## config.mk

```make
export PLATFORM = sky130hd
export DESIGN_NAME = spi_master_xfer
export DESIGN_NICKNAME = d
export VERILOG_FILES = /design/src/rtl/spi_ms_pkg.sv /design/src/rtl/spi_tick_gen.sv /design/src/rtl/spi_shift_unit.sv /design/src/rtl/spi_master_xfer.sv
export SDC_FILE = /design/constraint.sdc
export NUM_CORES = 1
export LEC_CHECK = 0
export ABC_CLOCK_PERIOD_IN_PS = 3800
export BUFFER_PORTS_ARGS = -buffer_cell sky130_fd_sc_hd__clkbuf_2
export CAP_MARGIN = 15
export CORE_MARGIN = 2
export CORE_UTILIZATION = 51
export DETAILED_ROUTE_END_ITERATION = 10
export PLACE_DENSITY = 0.74
export RECOVER_POWER = 50
export SETUP_SLACK_MARGIN = 0.4
export SYNTH_ARGS = -nofsm -noshare
export SYNTH_HDL_FRONTEND = slang
export SYNTH_SLANG_ARGS = --single-unit
```

## constraint.sdc

```tcl
create_clock -name clk_i -period 3.8 [get_ports clk_i]
set_input_delay 0.57 -clock clk_i [delete_from_list [all_inputs] [get_ports clk_i]]
set_output_delay 0.57 -clock clk_i [all_outputs]
set_load 0.02 [all_outputs]
```

## src/rtl/spi_ms_pkg.sv

```systemverilog
package spi_ms_pkg;
  typedef enum logic [1:0] {
    ST_IDLE  = 2'd0,
    ST_WAIT  = 2'd1,
    ST_SHIFT = 2'd2
  } ctl_state_e;

  localparam logic MODE_HOST   = 1'b0;
  localparam logic MODE_STREAM = 1'b1;
endpackage

```

## src/rtl/spi_tick_gen.sv

```systemverilog
module spi_tick_gen #(
  parameter int DIV_W = 8
) (
  input  logic             clk_i,
  input  logic             rst_ni,
  input  logic             run_i,
  input  logic [DIV_W-1:0] div_i,
  output logic             tick_o
);
  logic [DIV_W-1:0] cnt_q;
  logic [DIV_W-1:0] half_w;

  // half period in system clocks, never below one
  assign half_w = (div_i < DIV_W'(2)) ? DIV_W'(1) : (div_i >> 1);
  assign tick_o = run_i && (cnt_q == half_w - DIV_W'(1));

  always_ff @(posedge clk_i or negedge rst_ni) begin
    if (!rst_ni)              cnt_q <= '0;
    else if (!run_i || tick_o) cnt_q <= '0;
    else                      cnt_q <= cnt_q + DIV_W'(1);
  end

  assert_tick_idle_R2: assert property (@(posedge clk_i) disable iff (!rst_ni)
    !run_i |=> cnt_q == '0);
endmodule

```

## src/rtl/spi_shift_unit.sv

```systemverilog
module spi_shift_unit #(
  parameter int DATA_W = 8
) (
  input  logic              clk_i,
  input  logic              rst_ni,
  input  logic              load_i,
  input  logic [DATA_W-1:0] load_word_i,
  input  logic              tick_i,
  input  logic              miso_i,
  output logic              active_o,
  output logic              sclk_o,
  output logic              mosi_o,
  output logic              done_o,
  output logic [DATA_W-1:0] rx_word_o
);
  localparam int CNT_W = (DATA_W > 2) ? $clog2(DATA_W) : 1;
  localparam logic [CNT_W-1:0] LAST_BIT = CNT_W'(DATA_W - 1);

  logic [DATA_W-1:0] txs_q, rxs_q;
  logic [CNT_W-1:0]  bit_q;
  logic              sclk_q, active_q, done_q;

  always_ff @(posedge clk_i or negedge rst_ni) begin
    if (!rst_ni) begin
      txs_q    <= '0;
      rxs_q    <= '0;
      bit_q    <= '0;
      sclk_q   <= 1'b0;
      active_q <= 1'b0;
      done_q   <= 1'b0;
    end else begin
      done_q <= 1'b0;
      if (load_i) begin
        txs_q    <= load_word_i;
        bit_q    <= '0;
        sclk_q   <= 1'b0;
        active_q <= 1'b1;
      end else if (active_q && tick_i) begin
        if (!sclk_q) begin
          sclk_q <= 1'b1;
          rxs_q  <= {rxs_q[DATA_W-2:0], miso_i};
        end else begin
          sclk_q <= 1'b0;
          if (bit_q == LAST_BIT) begin
            active_q <= 1'b0;
            done_q   <= 1'b1;
          end else begin
            txs_q <= {txs_q[DATA_W-2:0], 1'b0};
            bit_q <= bit_q + CNT_W'(1);
          end
        end
      end
    end
  end

  assign active_o  = active_q;
  assign sclk_o    = sclk_q;
  assign mosi_o    = active_q & txs_q[DATA_W-1];
  assign done_o    = done_q;
  assign rx_word_o = rxs_q;

  assert_sclk_idle_R2: assert property (@(posedge clk_i) disable iff (!rst_ni)
    !active_q |-> !sclk_q);
  assert_mosi_on_rise_R2: assert property (@(posedge clk_i) disable iff (!rst_ni)
    active_q && $past(active_q) && $rose(sclk_q) |-> $stable(mosi_o));
endmodule

```

## src/rtl/spi_master_xfer.sv

```systemverilog
module spi_master_xfer
  import spi_ms_pkg::*;
#(
  parameter int DATA_W = 8,
  parameter int DIV_W  = 8
) (
  input  logic              clk_i,
  input  logic              rst_ni,
  input  logic              mode_i,
  input  logic              send_zero_i,
  input  logic              get_more_i,
  input  logic [DIV_W-1:0]  div_i,
  input  logic              start_i,
  input  logic              tx_wr_i,
  input  logic [DATA_W-1:0] tx_data_i,
  input  logic              rx_rd_i,
  output logic [DATA_W-1:0] rx_data_o,
  output logic              tx_ready_o,
  output logic              rx_full_o,
  output logic              tx_unf_o,
  output logic              rx_ovf_o,
  input  logic              clr_tx_unf_i,
  input  logic              clr_rx_ovf_i,
  output logic              sclk_o,
  output logic              mosi_o,
  input  logic              miso_i,
  output logic              cs_no
);
  ctl_state_e        state_q, state_d;
  logic [DATA_W-1:0] tx_buf_q, rx_buf_q, last_tx_q, load_word, rx_word;
  logic              tx_full_q, rx_full_q, tuvf_q, rovf_q;
  logic              host_ready, go_ok, load, done, active, tick;
  logic              tuvf_set, rovf_set, rx_store;

  assign host_ready = tx_full_q && !rx_full_q;
  assign go_ok      = (mode_i == MODE_STREAM) || host_ready;
  assign load       = ((state_q == ST_IDLE) && start_i && go_ok) ||
                      ((state_q == ST_WAIT) && go_ok);

  // empty-buffer policy: zeros or repeat of last buffered word
  assign load_word = tx_full_q ? tx_buf_q : (send_zero_i ? '0 : last_tx_q);

  assign tuvf_set = (load && !tx_full_q) ||
                    ((state_q == ST_IDLE) && start_i && !go_ok && !tx_full_q);
  assign rovf_set = ((state_q == ST_IDLE) && start_i && !go_ok && rx_full_q) ||
                    (done && rx_full_q && !rx_rd_i);
  assign rx_store = done && (!rx_full_q || rx_rd_i || get_more_i);

  always_comb begin
    state_d = state_q;
    unique case (state_q)
      ST_IDLE:  if (load) state_d = ST_SHIFT; else if (start_i) state_d = ST_WAIT;
      ST_WAIT:  if (load) state_d = ST_SHIFT;
      ST_SHIFT: if (done) state_d = ST_IDLE;
      default:  state_d = ST_IDLE;
    endcase
  end

  always_ff @(posedge clk_i or negedge rst_ni) begin
    if (!rst_ni) begin
      state_q   <= ST_IDLE;
      tx_buf_q  <= '0;
      tx_full_q <= 1'b0;
      rx_buf_q  <= '0;
      rx_full_q <= 1'b0;
      last_tx_q <= '0;
      tuvf_q    <= 1'b0;
      rovf_q    <= 1'b0;
    end else begin
      state_q <= state_d;
      if (tx_wr_i) begin
        tx_buf_q  <= tx_data_i;
        tx_full_q <= 1'b1;
      end else if (load) begin
        tx_full_q <= 1'b0;
      end
      if (load && tx_full_q) last_tx_q <= tx_buf_q;
      if (rx_store) begin
        rx_buf_q  <= rx_word;
        rx_full_q <= 1'b1;
      end else if (rx_rd_i) begin
        rx_full_q <= 1'b0;
      end
      tuvf_q <= tuvf_set | (tuvf_q & ~clr_tx_unf_i);
      rovf_q <= rovf_set | (rovf_q & ~clr_rx_ovf_i);
    end
  end

  spi_tick_gen #(.DIV_W(DIV_W)) i_tick (
    .clk_i (clk_i),
    .rst_ni(rst_ni),
    .run_i (active),
    .div_i (div_i),
    .tick_o(tick)
  );

  spi_shift_unit #(.DATA_W(DATA_W)) i_shift (
    .clk_i      (clk_i),
    .rst_ni     (rst_ni),
    .load_i     (load),
    .load_word_i(load_word),
    .tick_i     (tick),
    .miso_i     (miso_i),
    .active_o   (active),
    .sclk_o     (sclk_o),
    .mosi_o     (mosi_o),
    .done_o     (done),
    .rx_word_o  (rx_word)
  );

  assign cs_no      = ~active;
  assign rx_data_o  = rx_buf_q;
  assign tx_ready_o = ~tx_full_q;
  assign rx_full_o  = rx_full_q;
  assign tx_unf_o   = tuvf_q;
  assign rx_ovf_o   = rovf_q;

  assert_host_stall_idle_R8: assert property (@(posedge clk_i) disable iff (!rst_ni)
    state_q == ST_WAIT |-> cs_no && !sclk_o);
  assert_drop_keeps_rx_R7: assert property (@(posedge clk_i) disable iff (!rst_ni)
    done && rx_full_q && !rx_rd_i && !get_more_i |=> $stable(rx_buf_q));
  assert_overwrite_rx_R6: assert property (@(posedge clk_i) disable iff (!rst_ni)
    done && rx_full_q && get_more_i |=> rx_buf_q == $past(rx_word));
  assert_tuvf_sticky_R9: assert property (@(posedge clk_i) disable iff (!rst_ni)
    tuvf_q && !clr_tx_unf_i |=> tuvf_q);
  assert_rovf_sticky_R9: assert property (@(posedge clk_i) disable iff (!rst_ni)
    rovf_q && !clr_rx_ovf_i |=> rovf_q);
  assert_one_word_R10: assert property (@(posedge clk_i) disable iff (!rst_ni)
    state_q == ST_SHIFT && !done |=> state_q == ST_SHIFT);
endmodule

```

# Yosys cells after proc, flatten, opt, wreduce, memory -nomap -nowiden
# Index checks and enable logic that the tools add are counted.
[classes] n_lt_le_gt_ge=1 addsub=3 reduce_logical=36 bitwise=11 n_eq_ne=8 n_mux=32
[ops] operator="two-way mux 8 bit" count=7
[ops] operator="two-way mux 1 bit" count=15
[ops] operator="logical AND 1 bit" count=14
[ops] operator="two-way mux 3 bit" count=4
[ops] operator="AND reduction 3 bit" count=4
[ops] operator="nonzero test 2 bit" count=5
[ops] operator="adder 8 x 1 -> 8 bit, second input constant" count=1
[ops] operator="equality test 8 bit" count=1
[ops] operator="less-than comparator 8 x 2 -> 1 bit, second input constant" count=1
[ops] operator="two-way mux 2 bit" count=4
[ops] operator="subtractor 8 x 1 -> 8 bit, second input constant" count=1
[ops] operator="logical OR 1 bit" count=7
[ops] operator="two-way mux 7 bit" count=1
[ops] operator="NOT 1 bit" count=6
[ops] operator="case mux 2 bit (3 select lines)" count=1
[ops] operator="zero test 1 bit" count=5
[ops] operator="!= test 2 bit, second input constant" count=2
[ops] operator="adder 3 x 1 -> 3 bit, second input constant" count=1
[ops] operator="AND 1 bit" count=3
[ops] operator="equality test 3 bit, second input constant" count=1
[ops] operator="!= test 3 bit, second input constant" count=1
[ops] operator="equality test 2 x 1 -> 1 bit, second input constant" count=1
[ops] operator="equality test 2 bit, second input constant" count=1
[ops] operator="zero test 2 bit" count=1
[ops] operator="other kinds (2)" count=3
[totals] ff_bits=60 inputBits=27 wordCells=106

# Logic depth before layout (Yosys ltp)
# Gate-level depths: netlist of run 1.
[depth] word_depth=8 depth_mapped=11

# Cells and area by module
# Synthesis of run 1 repeated with hierarchy kept, for this count alone.
[unflattened] hier_cells=223 area_unflattened_um2=2940.3
[modules_own_cells] mod="spi_master_xfer" cells_each=91 n_inst=1 area_per_inst_um2=1283.7
[modules_own_cells] mod="spi_shift_unit" cells_each=67 n_inst=1 area_per_inst_um2=1036.0
[modules_own_cells] mod="spi_tick_gen" cells_each=65 n_inst=1 area_per_inst_um2=620.6

# Worst setup path after synthesis of run 1
# Ideal clock, no wire load.
[synth_timing] path_type="input port to flip-flop" from="input port div_i[4]" to="register i_shift.rxs_q[0] (netlist: i_shift.rx_word_o[0])" cell_stages=11 setup_slack_ns=0.868 setup_time_ns=0.125 arrival_time_ns=2.807 cell_sequence="buf_2 nor4_1 a21oi_1 ha_1 xnor2_1 a211oi_1 o31a_1 nand4_2 or3_1 buf_6 mux2_4"
[synth_via] elab_chain_len=7
[synth_rtl] element="from (decl)" line_no="spi_master_xfer.sv:12" source="input logic [DIV_W-1:0] div_i,"
[synth_rtl] element="less-than comparator 8 x 2 -> 1 bit" line_no="spi_tick_gen.sv:14" source="assign half_w = (div_i < DIV_W'(2)) ? DIV_W'(1) : (div_i >> 1);"
[synth_rtl] element="two-way mux 7 bit (*)" line_no="spi_tick_gen.sv:14"
[synth_rtl] element="subtractor 8 x 1 -> 8 bit (*)" line_no="spi_tick_gen.sv:15" source="assign tick_o = run_i && (cnt_q == half_w - DIV_W'(1));"
[synth_rtl] element="equality test 8 bit (*)" line_no="spi_tick_gen.sv:15"
[synth_rtl] element="logical AND 1 bit (*)" line_no="spi_tick_gen.sv:15"
[synth_rtl] element="logical AND 1 bit (*)" line_no="spi_shift_unit.sv:38" source="end else if (active_q && tick_i) begin"
[synth_rtl] element="AND reduction 3 bit (no line) (*)"
[synth_rtl] element="to (signal assigned)" line_no="spi_shift_unit.sv:41" source="rxs_q <= {rxs_q[DATA_W-2:0], miso_i};"
[synth_rtl] element="to (decl)" line_no="spi_shift_unit.sv:19" source="logic [DATA_W-1:0] txs_q, rxs_q;"
# Mark *: on every way between the ends. The rest lies on a longest branch, timed or not.
# A chain may end at the register's enable or synchronous reset.

# Final worst setup path of run 1
[layout_timing] from="input port div_i[6]" to="register i_shift.rxs_q[7] (netlist: i_shift.rx_word_o[7])"
# The elaborated chain is that of the path after synthesis.

==> results.md, run 1 <==
- Initial Utilization: 51.90%
- Max incr delay on CP: 0.58 ns
- Final Skew: 0.005194 ns
- EDFF count, synth: 0
- GRT Util Overall: 19.01%
- Final HPWL DP: 3739 um
- Max-cap violations: 1
- DRC viols: 0
- Yosys warns: 0
- Async SR Flop Fraction: 100.0%
- Clk slew on worst S/H paths: 0.06 ns
- Setup TNS: 0 ns
- Core area: 5439 um2
- Grt ovf: 0
- Hold path start: clr_rx_ovf_i
- Horiz. Die Dim: 78.40 um
- H-tree depth: 3
- Critical-path cell list: clkbuf_2 > nor4_1 > a21oi_1 > ha_1 > xnor2_1 > a211oi_1 > o31a_1 > nand4_2 > or3_1 > mux2_4
- Root buf cell: clkbuf_8
- Worst Max-Slew Pin Slew: 2.095 ns
- Gates resized, CTS repair: 0
- Nets: 318
- Leakage: 1.579 nW
- Slew Viols, Final: 41
- Peak VDD IR: 0.0003590 V
- Post-route ant nets: 0
- Startpoint types: primary input
- Hold Path Depth: 2
- End of the worst register-to-register path: i_shift.rx_word_o[7]
- Area grow syn2layout: 16.76%
- Reg-to-reg setup timing slack: 1.37 ns
- I/O Buffers: 40
- Fin crit share: 78.43%
- Post-synth top area share: 53.19%
- Yosys cell types: 46
- Boundary Pins: 42
- Fraction of layout cells with a size suffix above 1: 31.51%
- Number of global-route vias before repair: 2047
- Worst-skew pair later-pin latency: 0.33 ns
- Post-Syn Area per Cell: 11.62 um2
- Syn nets: 274
- Failing checks: capacitance limit, slew limit
- Cell area power density: 582.0 nW/um2
- Worst-case reg-to-reg path depth: 6
- DRT Wirelength: 5267 um
- Synth Flop Type: dfrtp_1
- Ant diodes: 0
- Hold Vio Cnt, Final: 0
- Final setup fails: 0
- Most frequent cells in the layout: dfrtp_1, clkbuf_2, mux2_2, nand3_1, nor2_1
- # fillers: 458
- Initial antenna violation count: 0
- Post-CTS setup buffer count: 0
- Seq/Total Area, Yosys: 53.19%
- RSZ-0062 raised after global routing: false
- Max-slew headroom: -39.68%
- Min cycle time layout: 2.980 ns
- Vias: 2010
- CTS hold repair buffers: 0
- Die height: 78.40 um
- Wire length of the first global-routing pass: 9121 um
- Via-to-Cell Ratio: 5.522
- Crit Path Category: in2reg
- TritonCTS Buffers: 9
- Die ar.: 6146 um2
- Max Fanout on Critical Path: 8
- Top cells by area, synth: dfrtp_1, mux2_2, mux2_4, nand3_1, xor2_1
- Worst Path Required: 4.01 ns
- Row Count: 27
- Area leader, netlist: dfrtp_1
- Hold Crit Class: in2reg
- Routed length per instance: 14.47 um
- Largest net degree at the start of global routing: 41
- Slowest stage cell, crit path: or3_1
- Maximum clock rate: 0.3355 GHz
- Worst R2R Start: i_tick.cnt_q[3]
- #FFs+latches synth: 60
- Crit path max-delay family: simple AND/OR/NAND/NOR gates
- Fin util: 60.59%
- Nature of the critical path endpoint: flop
- Drt pass-1 iters: 4
- Buf/Inv on CP: 1
- DRT iter0 DRCs: 121
- Maximum clock path buffer count: 2
- Hold endpoint: rx_ovf_o
- WP data arrival: 3.19 ns
- GPL Wtd Cong: 0.7917
- CTS Sinks: 60
- Most common cell after layout, fill and taps aside: dfrtp_1
- CTS tree: built
- Status: finished, violations left
- Post-Syn Instances: 243
- Netlist Area Pre-Place: 2823 um2
-- worst max path at each step --
stage / from / cells after the start / slack (ns) / endpoint
after floorplan: div_i[4] / 11 / 0.87 / i_shift.rx_word_o[0]
after global placement: div_i[6] / 10 / 0.51 / i_shift.rx_word_o[1]
after detailed placement: div_i[6] / 10 / 0.45 / i_shift.rx_word_o[7]
after CTS: div_i[6] / 10 / 0.80 / i_shift.rx_word_o[7]
after global routing: rst_ni / 2 / 0.57 / i_tick.cnt_q[5]
final: div_i[6] / 10 / 0.82 / i_shift.rx_word_o[7]
-- Yosys cell counts (all sizes together) (4+ instances only) --
| cell | instances |
|---|---|
| a31oi | 7 |
| dfrtp | 60 |
| mux2 | 32 |
| and3 | 4 |
| xor2 | 7 |
| a221oi | 6 |
| or3 | 4 |
| nand2 | 6 |
| nor2 | 14 |
| nand3 | 18 |
| a21oi | 8 |
| clkbuf | 7 |
| ha | 4 |
| o21ai | 15 |
| inv | 9 |
-- cells by family (layout without fill, tap and decap cells) --
group | count (synthesis) | in the layout | share of synthesized area, %
muxes | 32 | 32 | 13.83
xor gates and xnor gates | 10 | 10 | 3.103
AOI/OAI and AO/OA | 51 | 51 | 11.79
buffers and inverters | 18 | 67 | 2.704
DFF | 60 | 60 | 53.19
and+or+nand+nor | 68 | 68 | 13.61
adders and majority gates | 4 | 4 | 1.773
-- registers in the layout, summed over array words and instances, names as in the netlist --
register,count
tx_full_q,1
i_shift.bit_q,3
i_shift.sclk_o,1
state_q,2
i_shift.active_o,1
tx_unf_o,1
i_shift.done_o,1
tx_buf_q,8
last_tx_q,8
rx_ovf_o,1
i_shift.txs_q,8
rx_data_o,8
i_tick.cnt_q,8
i_shift.rx_word_o,8
rx_full_o,1
-- power by group --
group | internal (mW) | switching [mW]
Sequential | 0.778 | 0.115
Combinational | 0.189 | 0.211
Clock | 0.384 | 0.242
Total | 1.35 | 0.567
-- worst register-to-register path, delay by kind of cell (launching register included) --
| kind | cells | cell delay [ns] |
|---|---|---|
| AND/OR/NAND/NOR | 3 | 1.19 |
| multiplexers | 1 | 0.37 |
| XOR/XNOR | 1 | 0.21 |
| flip-flops | 1 | 0.43 |
| AO/OA/AOI/OAI | 1 | 0.11 |
-- cell type report --
cell class                      instances  area, um2  share of cell area [%]
Sequential cell                        60       1501                   45.56
Multi-Input combinational cell        165       1245                   37.78
Timing Repair Buffer                   42      209.0                   6.340
Clock buffer                           11      141.4                   4.290
Tap cell                               72      90.09                   2.733
Clock inverter                          5      75.07                   2.278
Inverter                                9      33.78                   1.025
-- metal layers --
metal / share of wire, % / vias to the layer above / GRT usage (%)
met5: 0 / - / 0
met4: 1.2 / 0 / 7.193
met3: 2.7 / 7 / 4.253
met2: 50 / 27 / 31.47
met1: 46 / 996 / 24.59
li1: - / 980 / -
-- metrics by stage --
stage          instance area [um2]  power [mW]  instances  hold slack, ns  setup WS [ns]
2_1_floorplan                 2823       1.179        243          0.2744         0.8683
3_3_place_gp                  3085       1.282        348          0.4798         0.5147
3_5_place_dp                  3085       1.308        348          0.4926         0.4483
4_1_cts                       3302       1.938        364          0.4110         0.8043
5_1_grt                       3296       2.034        364          0.4138         0.5741
6_report                      3296       1.918        364          0.4206         0.8198
(Power assumes the default switching activity.)
==> run 2, diff against run 1 <==
--- a/config.mk
+++ b/config.mk
@@ -5,7 +5,7 @@
 export SDC_FILE = /design/constraint.sdc
 export NUM_CORES = 1
 export LEC_CHECK = 0
-export ABC_CLOCK_PERIOD_IN_PS = 3800
+export ABC_CLOCK_PERIOD_IN_PS = 3000
 export BUFFER_PORTS_ARGS = -buffer_cell sky130_fd_sc_hd__clkbuf_2
 export CAP_MARGIN = 15
 export CORE_MARGIN = 2
==> constraint.sdc (replaced) <==
create_clock -name clk_i -period 3 [get_ports clk_i]
set_input_delay 0.45 -clock clk_i [delete_from_list [all_inputs] [get_ports clk_i]]
set_output_delay 0.45 -clock clk_i [all_outputs]
set_load 0.02 [all_outputs]
==> run 2 against run 1 <==
Compared with the run above: the run still ends with capacitance limit, slew limit left; combinational power grew 31%; total power grew 15%; via count up 1.5%; count of clock-buffer cells in the layout shrank 2; utilization grew 0.41 points; register-to-register slack worse by 0.61 ns; worst hold slack got worse by 0.13 ns; final cell count is 1.1% higher; global-route usage up 0.63 points; sequential power rose by 27%; sequential share of layout area is 0.31 points lower; setup slack got worse by 0.29 ns; critical path type unchanged.
==> results.md, run 2 (synthesized netlist as in run 1, its figures left out) <==
- Die height: 78.40 um (unchanged)
- Critical path launch point: div_i[6]
- Area post-placement: 3151 um2 (+2.1%)
- WP depth: 11 (+1)
- GPL Wtd Cong: 0.7567 (-4.4%)
- Final HPWL DP: 3745 um (+0.16%)
- Worst R2R Start: tx_full_q
- Nets: 325 (+2.2%)
- PnR worst setup slack: 0.5294 ns (-0.2904 ns)
- Routed length per instance: 14.36 um (-0.73%)
- Nature of the critical path endpoint: flop
- DRC viols: 0 (unchanged)
- Buf/Inv on CP: 2 (+1)
- Number of global-route vias before repair: 2038 (-0.44%)
- Critical-path cell list: clkbuf_2 > nor4_4 > a21oi_2 > ha_4 > xnor2_1 > a211oi_1 > o31a_1 > nand4_2 > or3_1 > buf_6 > mux2_4
- Boundary Pins: 42 (unchanged)
- Initial antenna violation count: 0 (unchanged)
- Wire length of the first global-routing pass: 9149 um (+0.31%)
- Reg-to-reg setup timing slack: 0.76 ns (-0.61 ns)
- I/O Buffers: 40 (unchanged)
- DRT Wirelength: 5286 um (+0.36%)
- Final Skew: 0.007155 ns (+0.001962 ns)
- DRT iter0 DRCs: 103 (-15%)
- Grt ovf: 0 (unchanged)
- Fraction of layout cells with a size suffix above 1: 33.78% (+2.3 points)
- Register area: 1501 um2 (unchanged)
- Fin util: 61.01% (+0.41 points)
- # fillers: 459 (+0.22%)
- CTS Sinks: 60 (unchanged)
- Hold Path Depth: 2 (unchanged)
- Horiz. Die Dim: 78.40 um (unchanged)
- Final non-filler cell total: 368 (+1.1%)
- Cell area power density: 667.2 nW/um2 (+15%)
- Hold endpoint: rx_ovf_o
- Hold path start: clr_rx_ovf_i
- WHS: 0.2947 ns (-0.1259 ns)
- Most common cell after layout, fill and taps aside: dfrtp_1
- Min cycle time layout: 2.471 ns
- Maximum clock path buffer count: 2 (unchanged)
- Max Fanout on Critical Path: 8 (unchanged)
- Ant diodes: 0 (unchanged)
- Hold Crit Class: in2reg
- H-tree depth: 3 (unchanged)
- Setup TNS: 0 ns (unchanged)
- CTS hold repair buffers: 0 (unchanged)
- Post-route ant nets: 0 (unchanged)
- Slew Viols, Final: 33 (-20%)
- GRT Util Overall: 19.65% (+0.63 points)
- Die ar.: 6146 um2 (unchanged)
- End of the worst register-to-register path: i_shift.rx_word_o[1]
- Max incr delay on CP: 0.34 ns (-0.24 ns)
- Clk slew on worst S/H paths: 0.06 ns (about the same)
- Initial Utilization: 51.90% (unchanged)
- Area grow syn2layout: 17.55%
- Root buf cell: clkbuf_8
- WP data arrival: 2.69 ns (-0.50 ns)
- Crit Path Category: in2reg
- RSZ-0062 raised after global routing: false
- Failing checks: capacitance limit, slew limit
- Fin crit share: 82.35%
- Worst Max-Slew Pin Slew: 1.604 ns (-0.4915 ns)
- Worst-case reg-to-reg path depth: 6 (unchanged)
- Core area: 5439 um2 (unchanged)
- Footprint of the multi-input gates: 1287 um2 (+3.4%)
- Slowest stage cell, crit path: or3_1
- Drt pass-1 iters: 4 (unchanged)
- Worst Path Required: 3.22 ns (-0.79 ns)
- Largest net degree at the start of global routing: 33 (-20%)
- Worst-skew pair later-pin latency: 0.34 ns (about the same)
- Peak VDD IR: 0.0003856 V (+7.4%)
- Startpoint types: primary input
- DP Cell Count: 354 (+1.7%)
- Maximum clock rate: 0.4048 GHz
- Most frequent cells in the layout: dfrtp_1, clkbuf_2, mux2_2, nand3_1, nor2_1
- Max-cap violations: 1 (unchanged)
- Hold Vio Cnt, Final: 0 (unchanged)
- Crit path max-delay family: simple AND/OR/NAND/NOR gates
- Vias: 2040 (+1.5%)
- Final setup fails: 0 (unchanged)
- CTS tree: built
- Via-to-Cell Ratio: 5.543 (+0.39%)
- Tot Pwr: 2.214 mW (+15%)
- Leakage: 1.583 nW (+0.27%)
- Max-slew headroom: -6.912% (+33 points)
- Status: finished, violations left
- Row Count: 27 (unchanged)
- Fin area: 3318 um2 (+0.68%)
- Pre-CTS setup slack: 0.06064 ns (-0.3877 ns)
- TritonCTS Buffers: 9 (unchanged)
## run 2: final cells by class
cell class                      count  share of cell area [%]
Clock buffer                        9                   3.733
Clock inverter                      4                  0.6033
Inverter                            9                   1.018
Multi-Input combinational cell    165                   38.80
Sequential cell                    60                   45.25
Tap cell                           72                   2.715
Timing Repair Buffer               49                   7.881
## run 2: where the power goes
group,switching (mW),internal [mW],total (mW),leakage (nW)
registers,0.142,0.986,1.13,0.763
clock network,0.283,0.279,0.561,0.0803
logic,0.272,0.253,0.524,0.740
## run 2: worst max-delay path by stage
stage,endpoint,slack (ns)
after CTS,i_shift.rx_word_o[4],0.42
after global placement,i_shift.rx_word_o[7],0.07
after detailed placement,i_shift.rx_word_o[4],0.06
after floorplan,i_shift.rx_word_o[0],0.33
after global routing,i_shift.rx_word_o[2],0.41
final,i_shift.rx_word_o[1],0.53
## run 2: layer usage
layer	wire, um	up-vias	part of all wire (%)	GRT usage, %
li1	-	985	-	-
met1	2267	1014	43	22.84
met2	2729	30	52	33.10
met3	209	11	4.0	7.931
met4	80	0	1.5	6.667
met5	0	-	0	0
## run 2: what timing repair did
item                       CTS  global route
setup endpoints to repair    0            10
gates resized for setup      0             6
buffers inserted             0             1
